### config.mk
export PLATFORM = sky130hd
export DESIGN_NAME = scanline_irq_gen
export DESIGN_NICKNAME = d
export VERILOG_FILES = /design/src/rtl/scanirq_pkg.sv /design/src/rtl/scanirq_decode.sv /design/src/rtl/scanirq_core.sv /design/src/rtl/scanirq_flag.sv /design/src/rtl/scanline_irq_gen.sv
export SDC_FILE = /design/constraint.sdc
export NUM_CORES = 1
export LEC_CHECK = 0
export BUFFER_PORTS_ARGS = -buffer_cell sky130_fd_sc_hd__buf_2
export CAP_MARGIN = 0
export CORE_AREA = 2 2 50 52
export CTS_BUF_LIST = sky130_fd_sc_hd__clkbuf_4
export DETAILED_ROUTE_END_ITERATION = 16
export DIE_AREA = 0 0 52 54
export PLACE_DENSITY = 0.88
export SETUP_SLACK_MARGIN = 0.1
export SYNTH_ARGS = -nofsm -noshare
export SYNTH_HDL_FRONTEND = slang
export SYNTH_SLANG_ARGS = --single-unit
### constraint.sdc
create_clock -name clk -period 3.4 [get_ports clk]
set_input_delay 0.34 -clock clk [delete_from_list [all_inputs] [get_ports clk]]
set_output_delay 0.34 -clock clk [all_outputs]
set_load 0.005 [all_outputs]
### src/rtl/scanirq_pkg.sv
package scanirq_pkg;

  localparam int ADDR_W = 16;

  localparam logic [ADDR_W-1:0] DEC_MASK    = 16'hE001;
  localparam logic [ADDR_W-1:0] DEC_LATCH   = 16'hC000;
  localparam logic [ADDR_W-1:0] DEC_RELOAD  = 16'hC001;
  localparam logic [ADDR_W-1:0] DEC_OFF     = 16'hE000;
  localparam logic [ADDR_W-1:0] DEC_ON      = 16'hE001;

  typedef enum logic [2:0] {
    CMD_NONE   = 3'd0,
    CMD_LATCH  = 3'd1,
    CMD_RELOAD = 3'd2,
    CMD_OFF    = 3'd3,
    CMD_ON     = 3'd4
  } cmd_e;

endpackage

### src/rtl/scanirq_decode.sv
module scanirq_decode
  import scanirq_pkg::*;
(
  input  logic              wr_en,
  input  logic [ADDR_W-1:0] wr_addr,
  output cmd_e              cmd
);

  logic [ADDR_W-1:0] masked;

  always_comb begin
    masked = wr_addr & DEC_MASK;
    cmd    = CMD_NONE;
    if (wr_en) begin
      unique case (masked)
        DEC_LATCH:  cmd = CMD_LATCH;
        DEC_RELOAD: cmd = CMD_RELOAD;
        DEC_OFF:    cmd = CMD_OFF;
        DEC_ON:     cmd = CMD_ON;
        default:    cmd = CMD_NONE;
      endcase
    end
  end

endmodule

### src/rtl/scanirq_core.sv
module scanirq_core
  import scanirq_pkg::*;
#(
  parameter int CNT_W = 8
) (
  input  logic             clk,
  input  logic             rst_n,
  input  cmd_e             cmd,
  input  logic [CNT_W-1:0] wr_data,
  input  logic             tick,
  output logic [CNT_W-1:0] latch_q,
  output logic [CNT_W-1:0] cnt_q,
  output logic             pend_q,
  output logic             hit,
  output logic             latch_nz
);

  localparam logic [CNT_W-1:0] TOP_BIT   = {1'b1, {(CNT_W-1){1'b0}}};
  localparam logic [CNT_W-1:0] LATCH_RST = {CNT_W{1'b1}};
  localparam logic [CNT_W-1:0] ZERO      = '0;

  logic [CNT_W-1:0] latch_w, cnt_w;
  logic             pend_w;
  logic [CNT_W-1:0] latch_n, cnt_n;
  logic             pend_n;
  logic             latch_ce, cnt_ce, pend_ce;

  // Register writes resolved first
  always_comb begin
    latch_w = (cmd == CMD_LATCH) ? wr_data : latch_q;
    pend_w  = pend_q | (cmd == CMD_RELOAD);
    cnt_w   = (cmd == CMD_RELOAD) ? (cnt_q | TOP_BIT) : cnt_q;
  end

  // Scanline update applied on top of the written state
  always_comb begin
    latch_n = latch_w;
    cnt_n   = cnt_w;
    pend_n  = pend_w;
    hit     = 1'b0;
    if (tick) begin
      if (pend_w) begin
        cnt_n  = latch_w;
        pend_n = 1'b0;
      end else if (cnt_w != ZERO) begin
        cnt_n = cnt_w - 1'b1;
      end
      if (cnt_n == ZERO) begin
        pend_n = 1'b1;
        hit    = 1'b1;
      end
    end
    latch_nz = (latch_w != ZERO);
  end

  always_comb begin
    latch_ce = (cmd == CMD_LATCH);
    cnt_ce   = tick | (cmd == CMD_RELOAD);
    pend_ce  = tick | (cmd == CMD_RELOAD);
  end

  always_ff @(posedge clk or negedge rst_n) begin
    if (!rst_n) begin
      latch_q <= LATCH_RST;
    end else if (latch_ce) begin
      latch_q <= latch_n;
    end
  end

  always_ff @(posedge clk or negedge rst_n) begin
    if (!rst_n) begin
      cnt_q <= ZERO;
    end else if (cnt_ce) begin
      cnt_q <= cnt_n;
    end
  end

  always_ff @(posedge clk or negedge rst_n) begin
    if (!rst_n) begin
      pend_q <= 1'b0;
    end else if (pend_ce) begin
      pend_q <= pend_n;
    end
  end

endmodule

### src/rtl/scanirq_flag.sv
module scanirq_flag
  import scanirq_pkg::*;
(
  input  logic clk,
  input  logic rst_n,
  input  cmd_e cmd,
  input  logic hit,
  input  logic latch_nz,
  output logic en_q,
  output logic irq_q
);

  logic en_n, irq_n;
  logic en_ce, irq_ce;

  always_comb begin
    en_n = en_q;
    if (cmd == CMD_ON)  en_n = 1'b1;
    if (cmd == CMD_OFF) en_n = 1'b0;

    irq_n = irq_q;
    if (cmd == CMD_OFF) irq_n = 1'b0;
    if (hit && en_n && latch_nz) irq_n = 1'b1;

    en_ce  = (cmd == CMD_ON) | (cmd == CMD_OFF);
    irq_ce = (cmd == CMD_OFF) | hit;
  end

  always_ff @(posedge clk or negedge rst_n) begin
    if (!rst_n) begin
      en_q <= 1'b0;
    end else if (en_ce) begin
      en_q <= en_n;
    end
  end

  always_ff @(posedge clk or negedge rst_n) begin
    if (!rst_n) begin
      irq_q <= 1'b0;
    end else if (irq_ce) begin
      irq_q <= irq_n;
    end
  end

endmodule

### src/rtl/scanline_irq_gen.sv
module scanline_irq_gen
  import scanirq_pkg::*;
#(
  parameter int CNT_W = 8
) (
  input  logic              clk,
  input  logic              rst_n,
  input  logic              wr_en,
  input  logic [ADDR_W-1:0] wr_addr,
  input  logic [CNT_W-1:0]  wr_data,
  input  logic              line_pulse,
  input  logic              line_visible,
  input  logic              render_on,
  output logic              irq_out
);

  cmd_e             cmd;
  logic             tick;
  logic [CNT_W-1:0] latch_q, cnt_q;
  logic             pend_q, hit, latch_nz, en_q;

  always_comb tick = line_pulse & line_visible & render_on;

  scanirq_decode u_decode (
    .wr_en   (wr_en),
    .wr_addr (wr_addr),
    .cmd     (cmd)
  );

  scanirq_core #(.CNT_W(CNT_W)) u_core (
    .clk      (clk),
    .rst_n    (rst_n),
    .cmd      (cmd),
    .wr_data  (wr_data),
    .tick     (tick),
    .latch_q  (latch_q),
    .cnt_q    (cnt_q),
    .pend_q   (pend_q),
    .hit      (hit),
    .latch_nz (latch_nz)
  );

  scanirq_flag u_flag (
    .clk      (clk),
    .rst_n    (rst_n),
    .cmd      (cmd),
    .hit      (hit),
    .latch_nz (latch_nz),
    .en_q     (en_q),
    .irq_q    (irq_out)
  );

endmodule

Word level (Yosys, flattened, before mapping)
Index checks and enable logic that the tools add are counted.

Input port bits: 30. Logic and storage cells: 42. Output and inout bits: 1. Register bits: 19.

Reductions and logical operators: 7. $add $sub $neg: 1. Bitwise gates (word level): 6. Equality and inequality tests: 8. Multiplexer cells: 15.

Operator list (count): $mux W8 (6); $eq A4 B4 Y1 const B (4); $reduce_bool A8 Y1 (2); $pmux W3 S4 (1); $logic_not A8 Y1 (1); $sub A8 B1 Y8 const B (1); $mux W1 (7); $eq A3 B2 Y1 const B (2); $or A1 B1 Y1 (4); $eq A3 B1 Y1 const B (1); $eq A3 B3 Y1 const B (1); $mux W3 (1); $and A1 B1 Y1 (2); $logic_and A1 B1 Y1 (2); $reduce_and A2 Y1 (1); $reduce_bool A2 Y1 (1).

Logic depth before layout (Yosys ltp)
Gate-level depths: netlist of run 1.

Depth after elaboration: 16. Mapped depth: 8. Mapped depth without buffers: 8.

Modules after synthesis
From an unflattened synthesis of run 1, not the netlist that was laid out.

Cell total of the unflattened synthesis: 132. Area total of the unflattened synthesis: 1202.4 um^2.

By module, submodules not included: scanirq_core (cells each 114, sequential area each 435.4 um^2, times used 1, area an instance 1062.3 um^2); scanirq_flag (cells each 11, sequential area each 50.0 um^2, times used 1, area an instance 105.1 um^2); scanirq_decode (cells each 6, sequential area each 0.0 um^2, times used 1, area an instance 28.8 um^2); scanline_irq_gen (cells each 1, sequential area each 0.0 um^2, times used 1, area an instance 6.3 um^2).

Worst setup path after synthesis of run 1
Ideal clock, no wire load.

Path kind: flip-flop to flip-flop. Start point: reg u_core.cnt_q[0]. End point: reg u_flag.irq_q. Data arrival time: 2097 ps. Clock period less this slack: 2171 ps. Cell stages (with the launch flop): 9. Data required time: 3326 ps. Setup slack: 1229 ps. Buffers on the path: 0. Library setup time: 74 ps. Cell sequence: dfrtp_1 > inv_1 > ha_1 > or3b_1 > nor3_1 > mux2_2 > o32ai_2 > nand4_2 > o21ai_2.

Longest elaborated chain between the ends: 12. Elaborated cells on any way between the ends: 15. Those cells by class: add/sub (1); mux (7); bitwise (1); reduce/logical (6).

Ends and longest elaborated chain: from (decl) (RTL line scanirq_core.sv:12) `output logic [CNT_W-1:0] cnt_q,`; from (signal assigned) (RTL line scanirq_core.sv:74) `cnt_q <= cnt_n;`; $mux W8 * (RTL line scanirq_core.sv:32) `cnt_w = (cmd == CMD_RELOAD) ? (cnt_q | TOP_BIT) : cnt_q;`; $sub A8 B1 Y8 / $reduce_bool A8 Y1 (equally long branches) (RTL line scanirq_core.sv:46, scanirq_core.sv:45); $mux W8 * (RTL line scanirq_core.sv:45) `end else if (cnt_w != ZERO) begin`; $mux W8 * (RTL line scanirq_core.sv:42) `if (pend_w) begin`; $mux W8 * (RTL line scanirq_core.sv:41) `if (tick) begin`; $logic_not A8 Y1 * (RTL line scanirq_core.sv:48) `if (cnt_n == ZERO) begin`; $mux W1 * (RTL line scanirq_core.sv:48); $mux W1 * (RTL line scanirq_core.sv:41); $logic_and A1 B1 Y1 (2 in a row) (RTL line scanirq_flag.sv:23) `if (hit && en_n && latch_nz) irq_n = 1'b1;`; $reduce_bool A2 Y1 (no source line); $reduce_and A2 Y1 (no source line); to (signal assigned) (RTL line scanirq_flag.sv:41) `irq_q <= irq_n;`; to (decl) (RTL line scanirq_flag.sv:10) `output logic irq_q`.

Every way passes the cells marked *; elsewhere a longest branch is shown, timed or not. The select of a mux whose other input is x is not followed. A chain may end at the register's enable or synchronous reset.

Final worst setup path of run 1
Ends and elaborated chain as after synthesis.

==> results of run 1 <==
cell usage in the layout, fill, tap and decap left out, types with 2 or more instances in the layout:
master / count
buf_2: 18
nand2_1: 16
o21ai_0: 13
dfrtp_1: 11
a21oi_1: 10
dfstp_2: 8
nand3_1: 6
nor2_1: 6
inv_1: 5
mux2_2: 5
nor3_1: 4
o21ai_1: 4
clkbuf_4: 4
nor4_1: 3
o211ai_2: 3
nand4_1: 2
or3_1: 2
nand2b_1: 2
ha_1: 2
routing by layer:
metal	part of all wire	track usage	routed length [um]	up-vias
li1	-	-	-	556
met1	0.42	0.274	1240	547
met2	0.50	0.426	1460	55
met3	0.055	0.0278	160	11
met4	0.025	0.0833	73	0
met5	0	0	0	-
metrics by stage:
stage	worst slack [ns]	total power [mW]	hold slack, ns	area (um2)	instances
floorplan	1.23	0.705	0.0444	1250	135
global placement	1.04	0.762	0.294	1340	178
detailed placement	0.979	0.784	0.304	1340	178
CTS	0.950	0.917	0.285	1380	183
global route	0.830	0.989	0.304	1380	183
finish	0.946	0.917	0.295	1380	183
flip-flops by register name, summed over array words and instances (netlist names):
register        flops
u_core.cnt_q        8
u_core.latch_q      8
u_core.pend_q       1
u_flag.en_q         1
u_flag.irq_q        1
critical path, delay by kind of cell (launching register included):
family,cells,cell delay (ns)
simple gates,3,0.78
fa+ha+maj,1,0.21
flops,1,0.47
compound gates,2,0.44
buf+inv,1,0.11
mux,1,0.38
layout make-up:
| class | count | area share |
|---|---|---|
| timing repair buffer | 20 | 0.0778 |
| sequential | 19 | 0.351 |
| tap | 30 | 0.0271 |
| clock buffer | 4 | 0.0217 |
| inverter | 5 | 0.0136 |
| multi-input combinational | 105 | 0.509 |
how the worst max path moves through the flow:
| stage | start | to | slack, ns | cells after the start |
|---|---|---|---|---|
| floorplan | u_core.cnt_q[0]$_DFFE_PN0P_ | u_flag.irq_q$_DFFE_PN0P_ | 1.23 | 8 |
| global placement | u_core.cnt_q[0]$_DFFE_PN0P_ | u_flag.irq_q$_DFFE_PN0P_ | 1.04 | 8 |
| detailed placement | u_core.cnt_q[0]$_DFFE_PN0P_ | u_flag.irq_q$_DFFE_PN0P_ | 0.98 | 8 |
| CTS | u_core.cnt_q[0]$_DFFE_PN0P_ | u_flag.irq_q$_DFFE_PN0P_ | 0.95 | 8 |
| global route | u_core.cnt_q[0]$_DFFE_PN0P_ | u_flag.irq_q$_DFFE_PN0P_ | 0.83 | 8 |
| finish | u_core.cnt_q[0]$_DFFE_PN0P_ | u_flag.irq_q$_DFFE_PN0P_ | 0.95 | 8 |
power groups by stage:
stage	Sequential [mW]	Clock, mW	Combinational [mW]
finish	0.385	0.126	0.406
global placement	0.380	0	0.381
detailed placement	0.386	0	0.398
global route	0.397	0.141	0.452
floorplan	0.367	0	0.337
CTS	0.382	0.132	0.403
kinds of logic after synthesis:
group                      share of synthesized area
and+or+nand+nor                                0.231
AOI/OAI and AO/OA                              0.258
DFF                                            0.387
buffers and inverters                         0.0519
muxes                                         0.0529
adders and majority gates                     0.0200
what timing repair did:
item	4_1_cts	5_1_grt
setup buffers	0	0
hold buffers	1	0
gates resized for setup	0	0
hold endpoints to repair	11	0
==> flow_metrics.py, run 1 <==
metrics = {
    "pwr": {
        "pwr-share-comb": 0.443,
        "p_switching_uw": 377,
        "internal-power_uw": 540,
        "clkPwrFrac": 0.137,
        "swShare": 0.411,
        "leakagePower_nw": 0.596,
        "peakVddDrop_mv": 0.374,
        "seqPwrFrac": 0.420,
        "p_per_area_nw_per_um2": 663,
    },
    "timing": {
        "max_freq_ghz": 0.408,
        "period_share": 0.722,
        "min_period_ns": 2.45,
        "finalMaxSlewViolations": 0,
        "fin_skew_ns": 0.00340,
        "setup_violations": 0,
        "slew_headroom": 0.715,
        "worstMarginPinSlew_ns": 0.427,
        "fin_tns_setup_ns": 0,
        "final-hold-violation-count": 0,
        "grt_setup_unrepaired": "false",
    },
    "drt": {
        "drc": 0,
        "drtIter0Drc": 48,
        "totalWireLength_mm": 2.93,
        "antenna_left": 0,
        "wire_per_inst_um": 16.0,
        "via_count": 1169,
        "via_per_inst": 6.39,
        "first_pass_iters": 4,
    },
    "yosys": {
        "synth_top_area_frac": 0.220,
        "syn-cell-area_um2": 1250,
        "syn_nets": 167,
        "synth-edff-count": 0,
        "synth.avg_cell_area_um2": 9.29,
        "synth_ff_type": "dfrtp_1",
        "synth_warnings": 0,
        "synth_seq_cells": 19,
        "synthArstFlopShare": 1.00,
        "yosysUniqueCellTypes": 48,
        "synth_area_leader_cell": "dfrtp_1",
        "ys_seq_area_frac": 0.387,
        "yosysMostFrequentCell": "nand2_1",
        "syn-instance-count": 135,
        "ys_top_cells_by_area": "dfrtp_1 (22%), dfstp_2 (17%), o21ai_0 (5.2%)",
        "synthTopCellsByCount": "nand2_1 (16), o21ai_0 (13), dfrtp_1 (11)",
    },
    "critical_path": {
        "regToRegStartpoint": "u_core.cnt_q[0]$_DFFE_PN0P_",
        "critical_path_class": "reg2reg",
        "cpPeakStageDelay_ns": 0.47,
        "crit_path_top_delay_cell": "dfrtp_1",
        "crit_path_start_kind": "register",
        "worstReg2RegEnd": "u_flag.irq_q$_DFFE_PN0P_",
        "path_max_fanout": 7,
        "path_cells": "inv_1 > ha_1 > or3b_1 > nor3_1 > mux2_2 > o32ai_2 > nand4_2 > o21ai_2",
        "critPathCaptureType": "register",
        "r2r_cells": 8,
        "cp.arrival_ns": 2.70,
        "reg2reg_slack_ns": 0.95,
        "cp.required_ns": 3.64,
    },
    "placed_design": {
        "gp_routability_congestion": 0.891,
        "hpwl_mm": 2.20,
        "io_buffers": 18,
    },
    "floorplanning": {
        "num_rows": 18,
        "initial_core_util": 0.540,
        "core_area_um2": 2320,
        "die_y_um": 54,
        "ios": 31,
        "die_w_um": 52,
        "fp.dieArea_um2": 2810,
    },
    "outcome": {
        "outcome": "finished, final reports clean",
    },
    "final_layout": {
        "area.growth.synth_to_final_pct": 10.3,
        "antenna_cells": 0,
        "multi_input_area_um2": 703,
        "n_fill_cell": 195,
        "regArea_um2": 485,
        "final_util": 0.596,
        "nets": 186,
        "final_layout_size_suffix_gt1_frac": 0.327,
    },
    "run": {
        "cap_violations": 0,
    },
    "grt": {
        "grt_pass1_vias": 1069,
        "grt_pass1_wl_mm": 4.79,
        "antenna_found_initial": 0,
        "grt_max_degree": 20,
        "grt_overflow": 0,
        "grt_usage": 0.231,
    },
    "min_path": {
        "min-delay-start": "wr_data[2]",
        "whs_endpoint": "u_core.latch_q[2]$_DFFE_PN1P_",
        "min_path_cells": 3,
        "hold_class": "in2reg",
    },
    "clock_tree": {
        "clk_pin_slew_ns": 0.11,
        "cts_sinks": 19,
        "clk_latency_ns": 0.30,
        "clockBufferDepth": 2,
        "h-tree-depth": 1,
        "root_buffer": "clkbuf_4",
        "cts_tree": "done",
        "cts_buffers": 3,
    },
}
Power figures use the tool's default switching activity.
==> run 2, diff against run 1 <==
Settings changed: CORE_AREA 2 2 50 52 to 2 2 51 53, DIE_AREA 0 0 52 54 to 0 0 53 55, PLACE_DENSITY 0.88 to 0.85.
Clock period 3.4 ns to 2.4 ns, I/O delays scaled along.
==> flow_metrics.py, run 2 (synthesized netlist as in run 1, its figures left out) <==
metrics = {
    "floorplanning": {
        "ios": 31,
        "initial_core_util": 0.530,
        "num_rows": 18,
        "die_w_um": 53,
        "core_area_um2": 2360,
        "fp.dieArea_um2": 2920,
        "die_y_um": 55,
    },
    "clock_tree": {
        "h-tree-depth": 1,
        "cts_buffers": 3,
        "clk_latency_ns": 0.31,
        "clk_pin_slew_ns": 0.11,
        "root_buffer": "clkbuf_4",
        "clockBufferDepth": 2,
        "cts_sinks": 19,
        "cts_tree": "done",
    },
    "outcome": {
        "outcome": "finished, final reports clean",
    },
    "critical_path": {
        "crit_path_start_kind": "register",
        "cp.arrival_ns": 2.48,
        "worstReg2RegEnd": "u_flag.irq_q$_DFFE_PN0P_",
        "path_max_fanout": 4,
        "critPathCaptureType": "register",
        "setup.worst_path.end": "u_flag.irq_q$_DFFE_PN0P_",
        "regToRegStartpoint": "u_core.cnt_q[1]$_DFFE_PN0P_",
        "r2r_cells": 8,
        "reg2reg_slack_ns": 0.17,
        "critPathLaunch": "u_core.cnt_q[1]$_DFFE_PN0P_",
        "critical_path_class": "reg2reg",
        "cp.required_ns": 2.65,
    },
    "timing": {
        "slew_headroom": 0.564,
        "grt_setup_unrepaired": "true",
        "max_freq_ghz": 0.448,
        "fin_tns_setup_ns": 0,
        "finalMaxSlewViolations": 0,
        "min_period_ns": 2.23,
        "fin_skew_ns": 0.00210,
        "setup_violations": 0,
        "worstMarginPinSlew_ns": 0.654,
        "period_share": 0.931,
        "final-hold-violation-count": 0,
        "timing.hold.ws_ns": 0.196,
    },
    "final_layout": {
        "area.growth.synth_to_final_pct": 19.9,
        "final_layout_size_suffix_gt1_frac": 0.401,
        "final_util": 0.635,
        "fin_area_um2": 1500,
        "nets": 195,
        "final_common_cell": "buf_2",
        "antenna_cells": 0,
        "final_cell_mix": "buf_2 (18), nand2_1 (16), o21ai_0 (12)",
        "top_regs": "u_core.cnt_q x8, u_core.latch_q x8",
    },
    "grt": {
        "grt_overflow": 0,
        "grt_pass1_wl_mm": 4.73,
        "grt_max_degree": 20,
        "grt_pass1_vias": 1051,
        "antenna_found_initial": 0,
        "grt_usage": 0.230,
    },
    "min_path": {
        "hold_class": "in2reg",
        "min_path_cells": 3,
    },
    "drt": {
        "via_per_inst": 6.23,
        "wire_per_inst_um": 17.2,
        "antenna_left": 0,
        "totalWireLength_mm": 3.31,
        "drtIter0Drc": 44,
        "drc": 0,
        "via_count": 1196,
        "first_pass_iters": 4,
    },
    "pwr": {
        "p_per_area_nw_per_um2": 969,
        "peakVddDrop_mv": 0.600,
        "leakagePower_nw": 0.637,
    },
    "placed_design": {
        "place_area_um2": 1370,
        "io_buffers": 18,
        "hpwl_mm": 2.29,
        "gp_routability_congestion": 0.926,
    },
    "run": {
        "cap_violations": 0,
    },
}
-- run 2: changes by cell type in the layout (fill, tap and decap cells not counted), sizes merged --
cell	before	now
buf	19	28
-- run 2: repair_timing --
action / CTS / global route
gates resized for setup: 3 / 9
setup buffers: 0 / 6
endpoints found under the setup margin: 2 / 2
pin swaps: 0 / 4
hold buffers: 1 / 0
hold endpoints to repair: 11 / 0
cloned: 0 / 0
-- run 2: layout make-up --
type,instances,area [um2]
flip-flops and latches,19,485
multi-input cells,105,756
well taps,30,37.5
clock buffers,4,30.0
repair buffers,29,175
inverters,5,18.8
fillers,198,862
-- run 2: metrics by stage --
step                cells  setup WS, ns  total power, mW
floorplan             135         0.229            0.998
CTS                   186         0.109             1.36
global placement      181         0.139             1.10
global route          192        0.0643             1.55
finish                192         0.167             1.46
detailed placement    181        0.0420             1.14
-- run 2: critical path, cell delays in order, from the launching register on --
cell and delay (ns):
dfrtp_1 0.40, inv_2 0.10, ha_2 0.20, or3b_4 0.41
nor3_4 0.13, mux2_4 0.34, o32ai_4 0.30, nand4_2 0.16
o21ai_2 0.13
-- run 2: how the worst min path moves through the flow --
stage / start / end / slack [ns]
final: wr_data[2] / u_core.latch_q[2]$_DFFE_PN1P_ / 0.20
after global routing: wr_data[5] / u_core.latch_q[5]$_DFFE_PN1P_ / 0.20
after CTS: wr_data[5] / u_core.latch_q[5]$_DFFE_PN1P_ / 0.19
after detailed placement: rst_n / u_core.cnt_q[4]$_DFFE_PN0P_ / 0.20
after global placement: rst_n / u_core.cnt_q[4]$_DFFE_PN0P_ / 0.19
after floorplan: rst_n / u_core.cnt_q[0]$_DFFE_PN0P_ / -0.06
-- run 2: layer usage --
metal  wire length [um]  part of all wire  vias to the layer above  global-route usage
li1                   -                 -                      566                   -
met1               1400              0.42                      576               0.268
met2               1690              0.51                       49               0.417
met3                183             0.055                        5              0.0376
met4                 31            0.0094                        0               0.103
met5                  0                 0                        -                   0
-- run 2: report_power, final --
part           internal (mW)  total, mW  switching, mW
sequential             0.441      0.549          0.108
clock                 0.0764      0.181          0.104
combinational          0.326      0.726          0.400
==> run 3, diff against run 2 <==
Settings changed: CORE_AREA 2 2 51 53 to 2 2 53 55, CTS_BUF_LIST sky130_fd_sc_hd__clkbuf_4 to default, DIE_AREA 0 0 53 55 to 0 0 55 57, PLACE_DENSITY 0.85 to 0.8.
==> flow_metrics.py, run 3 (synthesized netlist as in run 1, its figures left out) <==
metrics = {
    "floorplanning": {
        "initial_core_util": 0.479,
        "die_w_um": 55,
        "fp.dieArea_um2": 3140,
        "num_rows": 19,
        "core_area_um2": 2620,
        "ios": 31,
        "die_y_um": 57,
    },
    "critical_path": {
        "critPathTopFamily": "simple AND/OR/NAND/NOR gates",
        "critical_path_class": "reg2reg",
        "path_max_fanout": 6,
        "cpPeakStageDelay_ns": 0.50,
        "crit_path_start_kind": "register",
        "reg2reg_slack_ns": 0.16,
        "cp.required_ns": 2.66,
        "crit_buf_inv": 1,
        "cp.arrival_ns": 2.50,
        "critPathCaptureType": "register",
        "crit_path_top_delay_cell": "or4b_4",
        "path_cells": "inv_2 > ha_4 > or4b_4 > nor2_4 > o211ai_4 > o32ai_4 > nand4_2 > o21ai_2",
    },
    "pwr": {
        "p_switching_uw": 609,
        "pwr-share-comb": 0.501,
        "clkPwrFrac": 0.120,
        "internal-power_uw": 834,
        "p_per_area_nw_per_um2": 965,
        "seqPwrFrac": 0.380,
        "power_mw": 1.44,
        "peakVddDrop_mv": 0.489,
        "leakagePower_nw": 0.627,
        "swShare": 0.422,
    },
    "final_layout": {
        "final_layout_size_suffix_gt1_frac": 0.388,
        "nets": 193,
        "final_cell_mix": "buf_2 (18), nand2_1 (16), o21ai_0 (12)",
        "final_common_cell": "buf_2",
        "top_regs": "u_core.cnt_q x8, u_core.latch_q x8",
        "antenna_cells": 0,
        "area.growth.synth_to_final_pct": 19.3,
    },
    "drt": {
        "totalWireLength_mm": 3.16,
        "wire_per_inst_um": 16.5,
        "first_pass_iters": 4,
        "via_per_inst": 6.21,
        "drtIter0Drc": 57,
        "antenna_left": 0,
        "via_count": 1187,
        "drc": 0,
    },
    "clock_tree": {
        "cts_buffers": 3,
        "clk_pin_slew_ns": 0.12,
        "cts_sinks": 19,
        "clockBufferDepth": 2,
        "clk_latency_ns": 0.32,
        "h-tree-depth": 1,
        "cts_tree": "done",
        "root_buffer": "clkbuf_4",
    },
    "placed_design": {
        "hpwl_mm": 2.27,
        "io_buffers": 18,
        "gp_routability_congestion": 0.831,
    },
    "grt": {
        "grt_usage": 0.213,
        "grt_pass1_vias": 1159,
        "grt_pass1_wl_mm": 4.90,
        "grt_max_degree": 20,
        "grt_overflow": 0,
        "antenna_found_initial": 0,
    },
    "timing": {
        "setup_violations": 0,
        "min_period_ns": 2.24,
        "fin_tns_setup_ns": 0,
        "period_share": 0.933,
        "worstMarginPinSlew_ns": 0.724,
        "slew_headroom": 0.517,
        "grt_setup_unrepaired": "true",
        "fin_skew_ns": 0.00907,
        "final-hold-violation-count": 0,
        "max_freq_ghz": 0.447,
        "timing.hold.ws_ns": 0.179,
        "finalMaxSlewViolations": 0,
    },
    "run": {
        "cap_violations": 0,
    },
    "outcome": {
        "outcome": "finished, final reports clean",
    },
    "min_path": {
        "hold_class": "in2reg",
    },
}
-- run 3: cell count changes in the layout (fill, tap and decap cells not counted) --
cell	before	now
ha_4	1	2
clkbuf_4	4	3
ha_2	1	0
buf_4	10	8
clkbuf_1	0	1
-- run 3: power groups by stage --
| stage | registers [mW] | clock network, mW | logic (mW) |
|---|---|---|---|
| 2_1_floorplan | 0.520 | 0 | 0.478 |
| 3_3_place_gp | 0.533 | 0 | 0.568 |
| 3_5_place_dp | 0.540 | 0 | 0.588 |
| 4_1_cts | 0.529 | 0.178 | 0.641 |
| 5_1_grt | 0.566 | 0.194 | 0.792 |
| 6_report | 0.548 | 0.173 | 0.722 |
-- run 3: area by class of cell --
class	instances	area, um2
multi-input cells	105	766
repair buffers	27	160
clock buffers	4	26.3
fillers	231	1120
inverters	5	18.8
flip-flops and latches	19	485
well taps	31	38.8
-- run 3: repair_timing --
action / 4_1_cts / 5_1_grt
pin swaps: 0 / 8
gates resized for setup: 2 / 11
hold buffers: 1 / 0
buffers inserted: 1 / 3
endpoints found under the hold margin: 11 / 0
endpoints found under the setup margin: 2 / 2
-- run 3: path summary, 6_finish.rpt --
kind | startpoint | endpoint | depth (start not counted)
max | u_core.cnt_q[1]$_DFFE_PN0P_ | u_flag.irq_q$_DFFE_PN0P_ | 8
min | wr_data[2] | u_core.latch_q[2]$_DFFE_PN1P_ | 3
max reg2reg | u_core.cnt_q[1]$_DFFE_PN0P_ | u_flag.irq_q$_DFFE_PN0P_ | 8
min reg2reg | u_flag.irq_q$_DFFE_PN0P_ | u_flag.irq_q$_DFFE_PN0P_ | 2
max in group asynchronous | rst_n | u_core.latch_q[2]$_DFFE_PN1P_ | 2
min in group asynchronous | rst_n | u_core.pend_q$_DFFE_PN0N_ | 2
-- run 3: worst reg2reg max path, cell delays in order (launching register included) --
cell and delay, ns:
dfrtp_1 0.42, inv_2 0.11, ha_4 0.15, or4b_4 0.50, nor2_4 0.24, o211ai_4 0.12, o32ai_4 0.33, nand4_2 0.16
o21ai_2 0.15
-- run 3: per-layer routing --
| layer | wire length, um | vias up | GRT usage | share of wire |
|---|---|---|---|---|
| met2 | 1620 | 43 | 0.384 | 0.51 |
| met3 | 152 | 3 | 0.0236 | 0.048 |
| met4 | 39 | 0 | 0.0732 | 0.012 |
| met1 | 1350 | 579 | 0.254 | 0.43 |
| li1 | - | 562 | - | - |
| met5 | 0 | - | 0 | 0 |
-- run 3: metrics by stage --
stage / util / instance area (um2) / std cells / worst slack [ns]
after floorplan: - / 1250 / 135 / 0.229
after global placement: 0.522 / 1370 / 182 / 0.136
after detailed placement: 0.522 / 1370 / 182 / 0.113
after CTS: 0.544 / 1420 / 188 / 0.130
after global routing: 0.572 / 1500 / 191 / 0.0395
final: 0.572 / 1500 / 191 / 0.160
